==> config.mk <==
export PLATFORM = sky130hd
export DESIGN_NAME = dram_refresh_sched
export DESIGN_NICKNAME = d
export VERILOG_FILES = /design/src/rtl/dram_ref_pkg.sv /design/src/rtl/rf_init_seq.sv /design/src/rtl/rf_interval_timer.sv /design/src/rtl/rf_backlog.sv /design/src/rtl/dram_refresh_sched.sv
export SDC_FILE = /design/constraint.sdc
export NUM_CORES = 1
export LEC_CHECK = 0
export BUFFER_PORTS_ARGS = -buffer_cell sky130_fd_sc_hd__buf_2
export CAP_MARGIN = 25
export CORE_MARGIN = 10
export CORE_UTILIZATION = 64
export CTS_BUF_LIST = sky130_fd_sc_hd__clkbuf_16
export CTS_CLUSTER_SIZE = 28
export DETAILED_ROUTE_END_ITERATION = 10
export PLACE_DENSITY = 0.93
export SETUP_SLACK_MARGIN = 0.1
export SKIP_LAST_GASP = 1
export SLEW_MARGIN = 5
export SYNTH_ARGS = -nofsm -noshare
export SYNTH_HDL_FRONTEND = slang
export SYNTH_HIERARCHICAL = 1
export SYNTH_SLANG_ARGS = --single-unit
==> constraint.sdc <==
create_clock -name clk -period 4.9 [get_ports clk]
set_input_delay 0 -clock clk [delete_from_list [all_inputs] [get_ports clk]]
set_output_delay 0 -clock clk [all_outputs]
set_load 0.005 [all_outputs]
==> src/rtl/dram_ref_pkg.sv <==
package dram_ref_pkg;
  typedef enum logic [1:0] {
    PH_PAUSE  = 2'd0,
    PH_WARMUP = 2'd1,
    PH_RUN    = 2'd2
  } ref_phase_t;

  // rounds a duration up to whole clock cycles
  function automatic int ns_to_cycles_ceil(input int ns, input int period_ns);
    return (ns + period_ns - 1) / period_ns;
  endfunction

  // rounds a duration down so a period never exceeds the bound
  function automatic int ns_to_cycles_floor(input int ns, input int period_ns);
    return ns / period_ns;
  endfunction
endpackage

==> src/rtl/rf_init_seq.sv <==
module rf_init_seq
  import dram_ref_pkg::*;
#(
  parameter int PAUSE_CYCLES = 5000,
  parameter int WARMUP_COUNT = 8
) (
  input  logic       clk,
  input  logic       rst_n,
  input  logic       xfer,
  output ref_phase_t phase
);
  localparam int PW = $clog2(PAUSE_CYCLES + 1);
  localparam int WW = $clog2(WARMUP_COUNT + 1);

  logic [PW-1:0] pause_cnt;
  logic [WW-1:0] warm_cnt;

  always_ff @(posedge clk) begin
    if (!rst_n) begin
      phase     <= PH_PAUSE;
      pause_cnt <= '0;
      warm_cnt  <= '0;
    end else begin
      unique case (phase)
        PH_PAUSE: begin
          if (pause_cnt == PW'(PAUSE_CYCLES - 1)) phase <= PH_WARMUP;
          else pause_cnt <= pause_cnt + 1'b1;
        end
        PH_WARMUP: begin
          if (xfer) begin
            if (warm_cnt == WW'(WARMUP_COUNT - 1)) phase <= PH_RUN;
            else warm_cnt <= warm_cnt + 1'b1;
          end
        end
        default: phase <= PH_RUN;
      endcase
    end
  end

  // the pause never jumps straight to the periodic phase
  pause_order_chk: assert property (@(posedge clk) disable iff (!rst_n)
    (phase == PH_PAUSE) |=> (phase != PH_RUN));

  // once periodic, the sequencer stays periodic until reset
  run_sticky_chk: assert property (@(posedge clk) disable iff (!rst_n)
    (phase == PH_RUN) |=> (phase == PH_RUN));
endmodule

==> src/rtl/rf_interval_timer.sv <==
module rf_interval_timer #(
  parameter int INTERVAL_CYCLES = 780
) (
  input  logic clk,
  input  logic rst_n,
  input  logic enable,
  output logic tick
);
  localparam int IW = $clog2(INTERVAL_CYCLES + 1);

  logic [IW-1:0] icnt;

  always_ff @(posedge clk) begin
    if (!rst_n || !enable) begin
      icnt <= '0;
    end else if (icnt == IW'(INTERVAL_CYCLES - 1)) begin
      icnt <= '0;
    end else begin
      icnt <= icnt + 1'b1;
    end
  end

  assign tick = enable && (icnt == IW'(INTERVAL_CYCLES - 1));

  generate
    if (INTERVAL_CYCLES > 1) begin : g_spacing
      // interval expiries are never back to back
      tick_spacing_chk: assert property (@(posedge clk) disable iff (!rst_n)
        tick |=> !tick);
    end
  endgenerate
endmodule

==> src/rtl/rf_backlog.sv <==
module rf_backlog #(
  parameter int BACKLOG_MAX = 8
) (
  input  logic clk,
  input  logic rst_n,
  input  logic add,
  input  logic take,
  output logic pending,
  output logic overflow
);
  localparam int OW = $clog2(BACKLOG_MAX + 1);

  logic [OW-1:0] owed;
  logic          full;

  assign full    = (owed == OW'(BACKLOG_MAX));
  assign pending = (owed != '0);

  always_ff @(posedge clk) begin
    if (!rst_n) begin
      owed     <= '0;
      overflow <= 1'b0;
    end else begin
      unique case ({add, take && pending})
        2'b10: begin
          if (full) overflow <= 1'b1;
          else owed <= owed + 1'b1;
        end
        2'b01:   owed <= owed - 1'b1;
        default: owed <= owed;
      endcase
    end
  end

  // the owed count never passes its limit
  owed_bound_chk: assert property (@(posedge clk) disable iff (!rst_n)
    owed <= OW'(BACKLOG_MAX));

  // an unaccepted owed refresh is not dropped
  pending_hold_chk: assert property (@(posedge clk) disable iff (!rst_n)
    (pending && !take) |=> pending);

  // the loss flag is sticky
  overflow_sticky_chk: assert property (@(posedge clk) disable iff (!rst_n)
    overflow |=> overflow);
endmodule

==> src/rtl/dram_refresh_sched.sv <==
module dram_refresh_sched
  import dram_ref_pkg::*;
#(
  parameter int CLK_PERIOD_NS   = 20,
  parameter int ROW_BITS        = 10,
  parameter int INTERVAL_CYCLES = ns_to_cycles_floor(15600, CLK_PERIOD_NS),
  parameter int PAUSE_CYCLES    = ns_to_cycles_ceil(100000, CLK_PERIOD_NS),
  parameter int WARMUP_COUNT    = 8,
  parameter int BACKLOG_MAX     = 8
) (
  input  logic                clk,
  input  logic                rst_n,
  input  logic                refresh_ack,
  output logic                refresh_req,
  output logic [ROW_BITS-1:0] row_addr,
  output logic                init_done,
  output logic                backlog_overflow
);
  ref_phase_t phase;
  logic       in_run;
  logic       tick;
  logic       pending;
  logic       xfer;

  assign in_run      = (phase == PH_RUN);
  assign refresh_req = (phase == PH_WARMUP) || (in_run && pending);
  assign xfer        = refresh_req && refresh_ack;
  assign init_done   = in_run;

  rf_init_seq #(
    .PAUSE_CYCLES (PAUSE_CYCLES),
    .WARMUP_COUNT (WARMUP_COUNT)
  ) u_init (
    .clk   (clk),
    .rst_n (rst_n),
    .xfer  (xfer),
    .phase (phase)
  );

  rf_interval_timer #(
    .INTERVAL_CYCLES (INTERVAL_CYCLES)
  ) u_timer (
    .clk    (clk),
    .rst_n  (rst_n),
    .enable (in_run),
    .tick   (tick)
  );

  rf_backlog #(
    .BACKLOG_MAX (BACKLOG_MAX)
  ) u_backlog (
    .clk      (clk),
    .rst_n    (rst_n),
    .add      (tick),
    .take     (xfer && in_run),
    .pending  (pending),
    .overflow (backlog_overflow)
  );

  always_ff @(posedge clk) begin
    if (!rst_n) row_addr <= '0;
    else if (xfer) row_addr <= row_addr + 1'b1;
  end

  // each transfer moves to the next row, modulo the row count
  row_step_chk: assert property (@(posedge clk) disable iff (!rst_n)
    (refresh_req && refresh_ack) |=> (row_addr == $past(row_addr) + 1'b1));

  // without a transfer the row holds
  row_hold_chk: assert property (@(posedge clk) disable iff (!rst_n)
    !(refresh_req && refresh_ack) |=> $stable(row_addr));

  // completion never falls back
  init_sticky_chk: assert property (@(posedge clk) disable iff (!rst_n)
    init_done |=> init_done);

  // a request waits for its acknowledge
  req_hold_chk: assert property (@(posedge clk) disable iff (!rst_n)
    (refresh_req && !refresh_ack) |=> refresh_req);
endmodule

==> results.yml <==
timing:
  hold_viol: 0
  fin_skew_ns: 0.004080
  drv_slew: 0
  relSlewSlack_pct: 50.37
  timing.hold.ws_ns: 0.2234
  tightest_slew_ns: 0.7388
  fin_setup_tns_ns: 0
  max_freq_mhz: 313.0
  post-route-min-period_ns: 3.194
  rsz0062_at_grt: "false"
  layout_setup_ws_ns: 1.706
  setup_viol: 0
  timing.final.crit_share_pct: 65.19
clock_network:
  cts_tree: "built"
  clockRootBuffer: "clkbuf_16"
  clock_latency_ns: 0.28
  clock-sinks: 44
  htree_levels: 2
  ctsResizeCount: 0
  post_cts_buffers: 0
  clockBufferDepth: 2
  ctsHoldBuffers: 0
  cts_buffers: 5
  cts.clk_slew.worst_paths_ns: 0.06
logic_synthesis:
  async_flop_share_pct: 0
  yosys_most_used_dff: "dfxtp_1"
  synth_edf_count: 0
  synth_warnings: 6
  synthCells: 256
  netlist_area_um2: 2347
  synth_top_area_share_pct: 37.53
  yosysSeqAreaShare_pct: 37.53
  synth_seq_cells: 44
  synth_largest_area_cell: "dfxtp_1"
  synth_most_common_cell: "dfxtp_1"
  synthTopCellsByArea: "dfxtp_1 38%, mux2i_1 3.4%, nand2_1 3.4%, a211oi_1 3.2%, ha_1 3.2%"
  syn-num-nets: 266
  syn_avg_cell_area_um2: 9.169
  yosys-top-cells-count: "44 x dfxtp_1, 21 x nand2_1, 13 x inv_1"
  synth_cell_types: 57
grt:
  grt_pass1_wl_mm: 8.583
  grt_max_degree: 38
  antenna_found_initial: 0
  overflow: 0
  grt_pass1_vias: 1870
  track_usage_pct: 16.22
outcome:
  status: "completed"
setup_path:
  critPathRequiredTime_ns: 5.11
  worstSetupPathType: "reg -> reg"
  reg2reg_to: "u_backlog/owed[3]$_SDFFE_PN0P_"
  ff2ff_path_depth: 12
  cp.arrival_ns: 3.41
  crit_start: "u_timer/icnt[0]$_SDFF_PP0_"
  path_max_fanout: 10
  r2r_start: "u_timer/icnt[0]$_SDFF_PP0_"
  r2r_slack_ns: 1.71
  critPathCapture: "u_backlog/owed[3]$_SDFFE_PN0P_"
  start_kind: "flip-flop"
  end_kind: "flip-flop"
placement:
  post-place-ws_ns: 1.792
  dp_hpwl_mm: 3.381
  numPortBuffers: 15
  place_inst: 311
  place.gp.congestion: 0.9269
die:
  die_w_um: 80.56
  start_util_pct: 68.19
  die_h_um: 80.56
  die_area_um2: 6490
  io_pins: 16
  rows: 21
  core_um2: 3442
drt:
  top_layer_used: "met4"
  finalWirelength_mm: 5.042
  drc: 0
  wl_per_cell_um: 15.81
  dr.pass1.iters: 4
  wl_met1_mm: 2.152
  via_count: 1991
  avgViaCountPerCell: 6.241
  route.met3.wl_um: 234
  dr.first_iter.drc_count: 132
  ant_nets: 0
  dr_wl_met2_mm: 2.513
pwr:
  ir_drop_mv: 0.2496
  p_per_area_nw_per_um2: 335.9
  p_leak_nw: 1.034
final_layout:
  final_cells: 319
  fillCellCount: 215
  antennaDiodeCount: 0
  drive_gt1_share_pct: 13.55
  synthToLayoutAreaGrowth_pct: 13.54
  final_util_pct: 77.43
  multi_input_area_um2: 1384
  ff_latch_area_um2: 880.8
  nNetsFinal: 282
flow_run:
  drv_cap: 0
worst_hold_path:
  min_path_type: "in -> reg"
-- report_power, final --
part / total [mW] / switching (mW) / internal [mW]
registers: 0.374 / 0.00757 / 0.367
logic: 0.0438 / 0.0265 / 0.0173
clock network: 0.477 / 0.134 / 0.343
total: 0.895 / 0.168 / 0.727
-- critical path, cell delays in order, from the launching register on --
cell	delay, ns
dfxtp_1	0.37
ha_1	0.24
nand4b_1	0.16
nor4_4	0.52
and2_1	0.32
nand2b_1	0.18
nand2b_1	0.17
inv_1	0.08
ha_1	0.26
a21o_1	0.19
a21o_1	0.21
a211o_1	0.29
a31oi_1	0.13
-- worst min path at each step --
stage | start | endpoint | slack (ns) | cells after the start
2_1_floorplan | rst_n | u_backlog/owed[2]$_SDFFE_PN0P_ | 0.13 | 2
3_5_place_dp | u_backlog/overflow$_SDFFE_PN0P_ | backlog_overflow | 0.42 | 1
5_1_grt | refresh_ack | row_addr[7]$_SDFFE_PN0P_ | 0.26 | 4
3_3_place_gp | u_backlog/overflow$_SDFFE_PN0P_ | backlog_overflow | 0.41 | 1
4_1_cts | refresh_ack | row_addr[7]$_SDFFE_PN0P_ | 0.21 | 4
6_report | refresh_ack | row_addr[7]$_SDFFE_PN0P_ | 0.22 | 4
-- layout make-up --
cell class	instances	area share [%]
Multi-Input combinational cell	192	51.92
Tap cell	46	2.160
Timing Repair Buffer	15	2.817
Clock inverter	3	3.380
Inverter	14	1.972
Sequential cell	44	33.05
Clock buffer	5	4.695
-- registers in the layout, summed over array words and instances, names as in the netlist --
| signal | flops |
|---|---|
| u_init/phase | 2 |
| u_init/pause_cnt | 13 |
| u_backlog/overflow | 1 |
| row_addr | 10 |
| u_init/warm_cnt | 4 |
| u_backlog/owed | 4 |
| u_timer/icnt | 10 |
-- routing by layer --
| metal | GRT usage [%] | vias to the layer above |
|---|---|---|
| met5 | 0 | - |
| li1 | - | 992 |
| met1 | 19.06 | 934 |
| met2 | 26.75 | 51 |
| met4 | 8.451 | 0 |
| met3 | 3.675 | 14 |
-- cells by family (layout without fill, tap and decap cells) --
kind of cell / count (synthesis) / in the layout / share of synthesized area [%]
AND/OR/NAND/NOR: 109 / 109 / 28.57
AO/OA/AOI/OAI: 55 / 55 / 18.07
flip-flops: 44 / 44 / 37.53
buffers and inverters: 20 / 37 / 3.518
XOR/XNOR: 13 / 13 / 4.851
multiplexers: 8 / 8 / 3.412
adder cells (fa/ha/maj): 7 / 7 / 4.051
-- per-stage QoR --
stage                     power [mW]  cell area, um2
final                         0.8952            2665
after floorplan               0.4139            2347
after CTS                     0.9012            2665
after global placement        0.4223            2450
after global routing          0.9217            2665
after detailed placement      0.4244            2450
-- cells in the final DEF (no fill, tap or decap), types with 4 or more instances in the layout --
master     instances
dfxtp_1           44
nand2_1           21
buf_2             15
inv_1             13
nand3_1           12
a211oi_1          10
nor2_1             9
and2_1             9
o21ai_0            9
nand2b_1           8
xor2_1             8
a21oi_1            8
mux2i_1            8
nand4_1            7
ha_1               6
nor3_1             6
or4_1              6
xnor2_1            5
clkbuf_16          5
or3_1              5
o31ai_1            5
nor4_1             4
No activity file was read; power rests on OpenSTA's default activity.
